--- src/rtl/ddr_strobe_rx.sv ---
`timescale 1ns/100ps
module ddr_strobe_rx #(
  parameter int IDLE_CYCLES = 32,
  parameter int SYNC_STAGES = 2
) (
  input  logic       clk,
  input  logic       rst_n,
  input  logic       strobe_in,
  input  logic       data_in,
  output logic [7:0] rx_byte,
  output logic       rx_valid,
  output logic       line_idle
);
  localparam int CW = $clog2(IDLE_CYCLES + 1);
  localparam logic [CW-1:0] IDLE_LIMIT = CW'(IDLE_CYCLES);

  logic [SYNC_STAGES-1:0] stb_sync;
  logic [SYNC_STAGES-1:0] dat_sync;
  logic                   stb_prev;
  logic                   stb_q;
  logic                   dat_q;
  logic                   strobe_edge;
  logic [2:0]             bit_cnt;
  logic [7:0]             shreg;
  logic [CW-1:0]          idle_cnt;

  always_ff @(posedge clk) begin
    if (!rst_n) begin
      stb_sync <= '0;
      dat_sync <= '0;
      stb_prev <= 1'b0;
    end else begin
      stb_sync <= {stb_sync[SYNC_STAGES-2:0], strobe_in};
      dat_sync <= {dat_sync[SYNC_STAGES-2:0], data_in};
      stb_prev <= stb_q;
    end
  end

  assign stb_q       = stb_sync[SYNC_STAGES-1];
  assign dat_q       = dat_sync[SYNC_STAGES-1];
  assign strobe_edge = stb_q ^ stb_prev;
  assign line_idle   = (idle_cnt == IDLE_LIMIT);

  always_ff @(posedge clk) begin
    if (!rst_n) begin
      bit_cnt  <= '0;
      shreg    <= '0;
      rx_byte  <= '0;
      rx_valid <= 1'b0;
    end else begin
      rx_valid <= 1'b0;
      if (strobe_edge) begin
        shreg   <= {dat_q, shreg[7:1]};
        bit_cnt <= bit_cnt + 3'd1;
        if (bit_cnt == 3'd7) begin
          rx_byte  <= {dat_q, shreg[7:1]};
          rx_valid <= 1'b1;
        end
      end else if (line_idle) begin
        bit_cnt <= '0;
      end
    end
  end

  always_ff @(posedge clk) begin
    if (!rst_n)
      idle_cnt <= IDLE_LIMIT;
    else if (strobe_edge)
      idle_cnt <= '0;
    else if (!line_idle)
      idle_cnt <= idle_cnt + 1'b1;
  end
endmodule

--- config.mk ---
export PLATFORM = sky130hd
export DESIGN_NAME = ddr_strobe_rx
export DESIGN_NICKNAME = d
export VERILOG_FILES = /design/src/rtl/ddr_strobe_rx.sv
export SDC_FILE = /design/constraint.sdc
export NUM_CORES = 1
export LEC_CHECK = 0
export CORE_ASPECT_RATIO = 0.8
export CORE_MARGIN = 1.5
export CORE_UTILIZATION = 45
export DETAILED_ROUTE_END_ITERATION = 7
export PLACE_DENSITY = 0.69
export REMOVE_ABC_BUFFERS = 1
export SLEW_MARGIN = 20
export SYNTH_ARGS = -nofsm -noshare
export SYNTH_HDL_FRONTEND = slang
export SYNTH_SLANG_ARGS = --single-unit
--- constraint.sdc ---
create_clock -name clk -period 1.2 [get_ports clk]
set_input_delay 0.24 -clock clk [delete_from_list [all_inputs] [get_ports clk]]
set_output_delay 0.24 -clock clk [all_outputs]
set_load 0.1 [all_outputs]
==> qor.csv, run 1 <==
stage,metric,value,unit
route,vias_per_cell,5.22,
global_route,grt_use_met2,0.279,
sta,worst_slack,-0.409,ns
worst_setup_path,worstSetupPathType,register to output pin,
route,first_pass_iters,4,
clock_network,numCtsBuffers,5,
cells_and_area,final_cells,201,
floorplanning,start_util,0.490,
worst_setup_path,r2r_cells,6,
route,drt_iter0_drc,50,
global_route,grt_max_degree,29,
power_and_ir_drop,p_leak,0.656,nW
global_route,grtUsageTotal,0.190,
logic_synthesis,yosysWarnings,0,
place,gp_congestion,0.799,
power_and_ir_drop,intPower,0.00155,W
cells_and_area,drive_gt1_frac,0.352,
sta,fin_crit,1.61,ns
worst_setup_path,reg2reg_slack,-0.02,ns
floorplanning,std_cell_rows,16,
logic_synthesis,seq_area_frac_synth,0.486,
floorplanning,die_w,61.6,um
worst_setup_path,r2r-start,idle_cnt[0]$_SDFFE_PP0N_,
clock_network,clk_pin_slew_worst_paths,0.08,ns
sta,fin_skew,0.00302,ns
clock_network,cts.path.max_buffers,2,
power_and_ir_drop,clock_power_share,0.241,
worst_setup_path,crit_chain,inv_2 > ha_4 > nand4bb_1 > nor2_2 > buf_12,
sta,period_share,1.34,
logic_synthesis,syn_area_per_cell,9.08,sq um
global_route,first_global_vias,952,
power_and_ir_drop,p_switching,0.000636,W
clock_network,clockRootBuffer,clkbuf_4,
clock_network,cts.sink_count,30,
sta,maxSlewHeadroom,0.834,
sta,drv_slew,0,
worst_setup_path,worstSetupStartpointType,register,
clock_network,worstSkewPairLatency,0.32,ns
worst_setup_path,startpoint,idle_cnt[0]$_SDFFE_PP0N_,
route,routedWlPerCell,12.7,um
global_route,grt_first_pass_wirelength,4250,um
place,place_hpwl,1750,um
power_and_ir_drop,p_comb_frac,0.276,
worst_setup_path,critPathSlowestCell,dfxtp_2,
worst_setup_path,r2r-end,bit_cnt[1]$_SDFFE_PN0P_,
worst_setup_path,path_depth,5,
worst_hold_path,hold_start,dat_sync[0]$_SDFF_PN0_,
power_and_ir_drop,swShare,0.291,
logic_synthesis,synth-seq-cells,30,
worst_setup_path,cp-end-kind,output pin,
power_and_ir_drop,power_frac_seq,0.483,
worst_setup_path,worst-path-buf-inv,2,
worst_setup_path,critPathTopFamily,flip-flops,
sta,finalSetupViolCount,3,
place,portBuffers,13,
outcome,violations,negative setup slack,
logic_synthesis,syn_area,1230,sq um
worst_setup_path,crit_end,line_idle,
run,drv_cap,0,
worst_setup_path,path_max_fanout,2,
global_route,met3_usage,0.0840,
power_and_ir_drop,peakVddDrop,800,uV
worst_setup_path,required,0.96,ns
cells_and_area,final_nets,173,
logic_synthesis,yosys.cell_types.count,29,
floorplanning,fp.dieArea,3070,sq um
sta,fmax,0.622,GHz
route,finalWirelength,2550,um
route,drcViolationCount,0,
sta,tightest_slew,0.249,ns
floorplanning,core_area,2520,sq um
logic_synthesis,syn_inst,136,
worst_hold_path,holdCritPathClass,register to register,
global_route,busiest_layer,met2,
outcome,outcome,"complete, but fails checks",
floorplanning,dieHeight,49.9,um
global_route,antenna_found_initial,0,
sta,hold_slack,0.438,ns
route,via_count,1050,
worst_setup_path,cp_data_arrival_time,1.37,ns
route,final_antenna_net_count,0,
power_and_ir_drop,powerDensity,1260,nW/um^2
clock_network,h-tree-depth,2,
cells_and_area,diodes,0,
sta,finalHoldViolCount,0,
clock_network,cts_tree,built,
sta,rsz0062_at_grt,yes,
place,place_inst,190,
cells_and_area,area_growth,40.4,%
global_route,met1_usage,0.249,
worst_setup_path,slowest_delay,0.33,ns
global_route,grt.overflow.total,0,
floorplanning,ios,14,
cells in the final DEF (no fill, tap or decap), drive strengths merged:
master / n
nand3b: 1
a21oi: 2
and3: 1
nand4: 8
clkdlybuf4s50: 3
and2b: 1
nand4bb: 1
nand3: 8
and2: 6
inv: 3
clkbuf: 7
xor2: 3
nand2: 26
a221oi: 1
o21ai: 12
ha: 4
buf: 29
nor2: 1
nor2b: 1
xnor2: 2
dfxtp: 30
and3b: 1
nor3: 5
o311a: 1
nor4bb: 1
a21boi: 7
stage by stage:
stage / utilization / total power [W] / setup WS, ns / TNS, ns / cell area (sq um)
6_report: 0.688 / 0.00219 / -0.409 / -0.432 / 1730
2_1_floorplan: - / 0.00131 / -0.739 / -10.28 / 1170
3_5_place_dp: 0.623 / 0.00153 / -0.227 / -4.82 / 1570
5_1_grt: 0.688 / 0.00230 / -0.465 / -0.860 / 1730
3_3_place_gp: 0.623 / 0.00151 / -0.157 / -3.08 / 1570
4_1_cts: 0.659 / 0.00212 / -0.450 / -0.623 / 1660
how the worst min path moves through the flow:
stage               cells past startpoint  slack (ns)                      to
floorplan                               1        0.36  dat_sync[0]$_SDFF_PN0_
global placement                        1        0.42  dat_sync[1]$_SDFF_PN0_
detailed placement                      1        0.42  dat_sync[1]$_SDFF_PN0_
CTS                                     1        0.44  dat_sync[1]$_SDFF_PN0_
global route                            1        0.46  dat_sync[1]$_SDFF_PN0_
finish                                  1        0.44  dat_sync[1]$_SDFF_PN0_
registers in the layout, summed over array words and instances (netlist names):
name and count:
bit_cnt 3, stb_prev 1, rx_valid 1, stb_sync 2
shreg 7, idle_cnt 6, dat_sync 2, rx_byte 8
power by group through the flow:
stage | Combinational (W) | Sequential, W | Clock (W)
after floorplan | 0.000234 | 0.00108 | 0
after global placement | 0.000440 | 0.00107 | 0
after detailed placement | 0.000459 | 0.00107 | 0
after CTS | 0.000514 | 0.00105 | 0.000548
after global routing | 0.000650 | 0.00106 | 0.000594
final | 0.000603 | 0.00106 | 0.000527
final cells by class:
| type | count | area, sq um |
|---|---|---|
| inverters | 3 | 11.3 |
| well taps | 36 | 45.0 |
| repair buffers | 32 | 393 |
| multi-input cells | 93 | 632 |
| flip-flops and latches | 30 | 608 |
| clock buffers | 7 | 45.0 |
| fillers | 208 | 788 |
routing by layer:
metal / share of wire / wire length [um]
met5: 0 / 0
met4: 0.011 / 27
met3: 0.050 / 128
met2: 0.48 / 1230
met1: 0.46 / 1170
synth_stat cells:
master      n  area (sq um)
nand3b_1    1          7.51
nand4bb_1   1          11.3
ha_1        4          50.1
dfxtp_1    30           601
and2_2      1          7.51
and3b_2     1          10.0
a221oi_2    1          15.0
and2_1      5          31.3
o21ai_0    12          60.1
a21boi_0    7          52.6
nor4bb_1    1          10.0
buf_4       2          15.0
and2b_2     1          8.76
inv_1       3          11.3
nor2_2      1          6.26
buf_2       5          25.0
clkbuf_2    1          5.00
xnor2_1     2          17.5
clkbuf_1    1          3.75
a21oi_1     2          10.0
buf_8       1          15.0
nand3_1     8          40.0
nor3_1      5          25.0
nand2_1    26          97.6
nand4_1     8          50.1
xor2_1      3          26.3
o311a_1     1          10.0
nor2b_1     1          6.26
and3_1      1          6.26
worst register-to-register path, stage by stage (launching register included):
cell and delay (ns):
dfxtp_2 0.33, inv_2 0.07, ha_4 0.13, nand4bb_1 0.14, nor2_2 0.18, buf_4 0.17
o21ai_0 0.08
what timing repair did:
action / in CTS / in global routing
pin swaps: 4 / 6
cloned: 0 / 0
hold buffers: 0 / 0
buffers inserted: 3 / 4
setup endpoints to repair: 13 / 26
gates resized for setup: 13 / 16
cells by family after synthesis:
kind of cell / synth area share
simple gates: 0.257
compound gates: 0.120
flops: 0.486
fa+ha+maj: 0.0405
xor+xnor: 0.0355
buf+inv: 0.0608
(Power assumes the default switching activity.)
==> run 2, diff against run 1 <==
==> constraint.sdc (replaced) <==
create_clock -name clk -period 1.45 [get_ports clk]
set_input_delay 0.29 -clock clk [delete_from_list [all_inputs] [get_ports clk]]
set_output_delay 0.29 -clock clk [all_outputs]
set_load 0.1 [all_outputs]
==> run 2 against run 1 <==
The run still ends with negative setup slack left; count of clock-buffer cells in the layout did not move; clock power is 14% lower; global-route usage is 0.96 points higher; power shrank 16%; clock skew up 0.0054 ns; sequential share of layout area is 1.5 points higher; routed wire length grew 0.39%; highest routed layer unchanged.
==> qor.csv, run 2 (synthesis results as in run 1) <==
stage,metric,value,unit
floorplanning,core_area,2520,sq um
floorplanning,std_cell_rows,16,
worst_setup_path,required,1.16,ns
sta,finalSetupViolCount,3,
global_route,grt_first_pass_wirelength,4410,um
sta,tightest_slew,0.372,ns
sta,fmax,0.621,GHz
route,first_pass_iters,4,
route,vias_per_cell,5.27,
clock_network,worstSkewPairLatency,0.33,ns
clock_network,cts.path.max_buffers,2,
floorplanning,dieHeight,49.9,um
place,gp_congestion,0.760,
power_and_ir_drop,powerDensity,1110,nW/um^2
worst_hold_path,holdCritPathClass,register to register,
route,drcViolationCount,0,
route,via_count,1027,
cells_and_area,largest_register,rx_byte,
floorplanning,ios,14,
global_route,grt_max_degree,29,
clock_network,cts.sink_count,30,
sta,drv_slew,0,
power_and_ir_drop,p_comb_frac,0.273,
route,drt_iter0_drc,34,
worst_setup_path,cp_data_arrival_time,1.32,ns
clock_network,clockRootBuffer,clkbuf_4,
power_and_ir_drop,swShare,0.300,
worst_setup_path,cp-end-kind,output pin,
sta,fin_skew,0.00844,ns
power_and_ir_drop,clock_power_share,0.246,
floorplanning,fp.dieArea,3070,sq um
clock_network,clk_pin_slew_worst_paths,0.09,ns
global_route,first_global_vias,980,
worst_setup_path,worstSetupPathType,register to output pin,
clock_network,numCtsBuffers,5,
worst_setup_path,crit_chain,inv_2 > ha_4 > nand4bb_4 > nor2_4 > buf_12,
outcome,violations,negative setup slack,
cells_and_area,drive_gt1_frac,0.270,
cells_and_area,diodes,0,
worst_setup_path,worstSetupStartpointType,register,
sta,period_share,1.11,
sta,hold_slack,0.448,ns
power_and_ir_drop,power_frac_seq,0.481,
outcome,outcome,"complete, but fails checks",
sta,maxSlewHeadroom,0.749,
global_route,antenna_found_initial,0,
floorplanning,start_util,0.490,
power_and_ir_drop,peakVddDrop,709,uV
sta,worst_slack,-0.161,ns
run,drv_cap,0,
place,place_hpwl,1650,um
sta,fin_crit,1.61,ns
power_and_ir_drop,intPower,0.00128,W
route,final_antenna_net_count,0,
cells_and_area,area_growth,33.5,%
cells_and_area,largest_reg_flops,8,
clock_network,cts_tree,built,
worst_setup_path,critPathSlowestCell,dfxtp_2,
power_and_ir_drop,finalPower,0.00183,W
cells_and_area,final_cell_mix,"dfxtp_1, nand2_1, buf_4",
cells_and_area,reg_top3,"rx_byte (8), shreg (7), idle_cnt (6)",
worst_setup_path,slowest_delay,0.34,ns
floorplanning,die_w,61.6,um
power_and_ir_drop,p_leak,0.617,nW
worst_setup_path,path_max_fanout,2,
cells_and_area,final_common_cell,dfxtp_1,
global_route,grtUsageTotal,0.200,
route,finalWirelength,2560,um
cells_and_area,final_nets,167,
sta,finalHoldViolCount,0,
power_and_ir_drop,p_switching,0.000551,W
sta,rsz0062_at_grt,yes,
place,portBuffers,13,
clock_network,h-tree-depth,2,
route,routedWlPerCell,13.1,um
global_route,grt.overflow.total,0,
run 2: repair_timing:
| action | CTS | global route |
|---|---|---|
| pin swaps | 2 | 3 |
| hold buffers | 0 | 0 |
| buffers inserted | 6 | 2 |
| cloned | 0 | 0 |
| setup endpoints to repair | 1 | 11 |
| endpoints found under the hold margin | 0 | 0 |
| resized for setup | 6 | 8 |
run 2: layout make-up:
class	count	area (sq um)
multi-input cells	93	613
clock buffers	7	45.0
fillers	212	873
inverters	3	11.3
repair buffers	26	332
flip-flops and latches	30	603
well taps	36	45.0
run 2: power by group through the flow:
stage / clock network [W] / registers [W] / logic [W]
final: 0.000452 / 0.000882 / 0.000500
after global routing: 0.000518 / 0.000887 / 0.000534
after CTS: 0.000462 / 0.000876 / 0.000423
after detailed placement: 0 / 0.000893 / 0.000328
after global placement: 0 / 0.000892 / 0.000314
after floorplan: 0 / 0.000891 / 0.000194
run 2: worst max-delay path: cells and delay by family, from the launching register on:
kind          cells  cell delay, ns
simple gates      2            0.26
fa+ha+maj         1            0.14
buf+inv           2            0.24
flops             1            0.34
run 2: metrics by stage:
stage	area [sq um]	TNS, ns	util	instances	setup slack, ns
4_1_cts	1600	-0.557	0.636	195	-0.235
3_5_place_dp	1500	-0.601	0.594	182	-0.0779
6_report	1650	-0.240	0.654	195	-0.161
5_1_grt	1650	-0.458	0.654	195	-0.236
3_3_place_gp	1500	0	0.594	182	0.0199
2_1_floorplan	1170	-4.63	-	126	-0.489
run 2: path summary, 6_finish.rpt:
| path | startpoint | endpoint | slack [ns] | depth (start not counted) |
|---|---|---|---|---|
| worst min register to register | dat_sync[0]$_SDFF_PN0_ | dat_sync[1]$_SDFF_PN0_ | 0.45 | 1 |
| worst max-delay path | idle_cnt[1]$_SDFFE_PP0N_ | line_idle | -0.16 | 5 |
| worst max register to register | idle_cnt[1]$_SDFFE_PP0N_ | idle_cnt[1]$_SDFFE_PP0N_ | -0.06 | 9 |
| worst min-delay path | dat_sync[0]$_SDFF_PN0_ | dat_sync[1]$_SDFF_PN0_ | 0.45 | 1 |
run 2: per-layer routing:
metal / track usage / vias up / part of all wire
met4: 0.0532 / 0 / 0.016
met5: 0 / - / 0
met1: 0.274 / 493 / 0.46
li1: - / 508 / -
met3: 0.0945 / 6 / 0.052
met2: 0.281 / 20 / 0.48
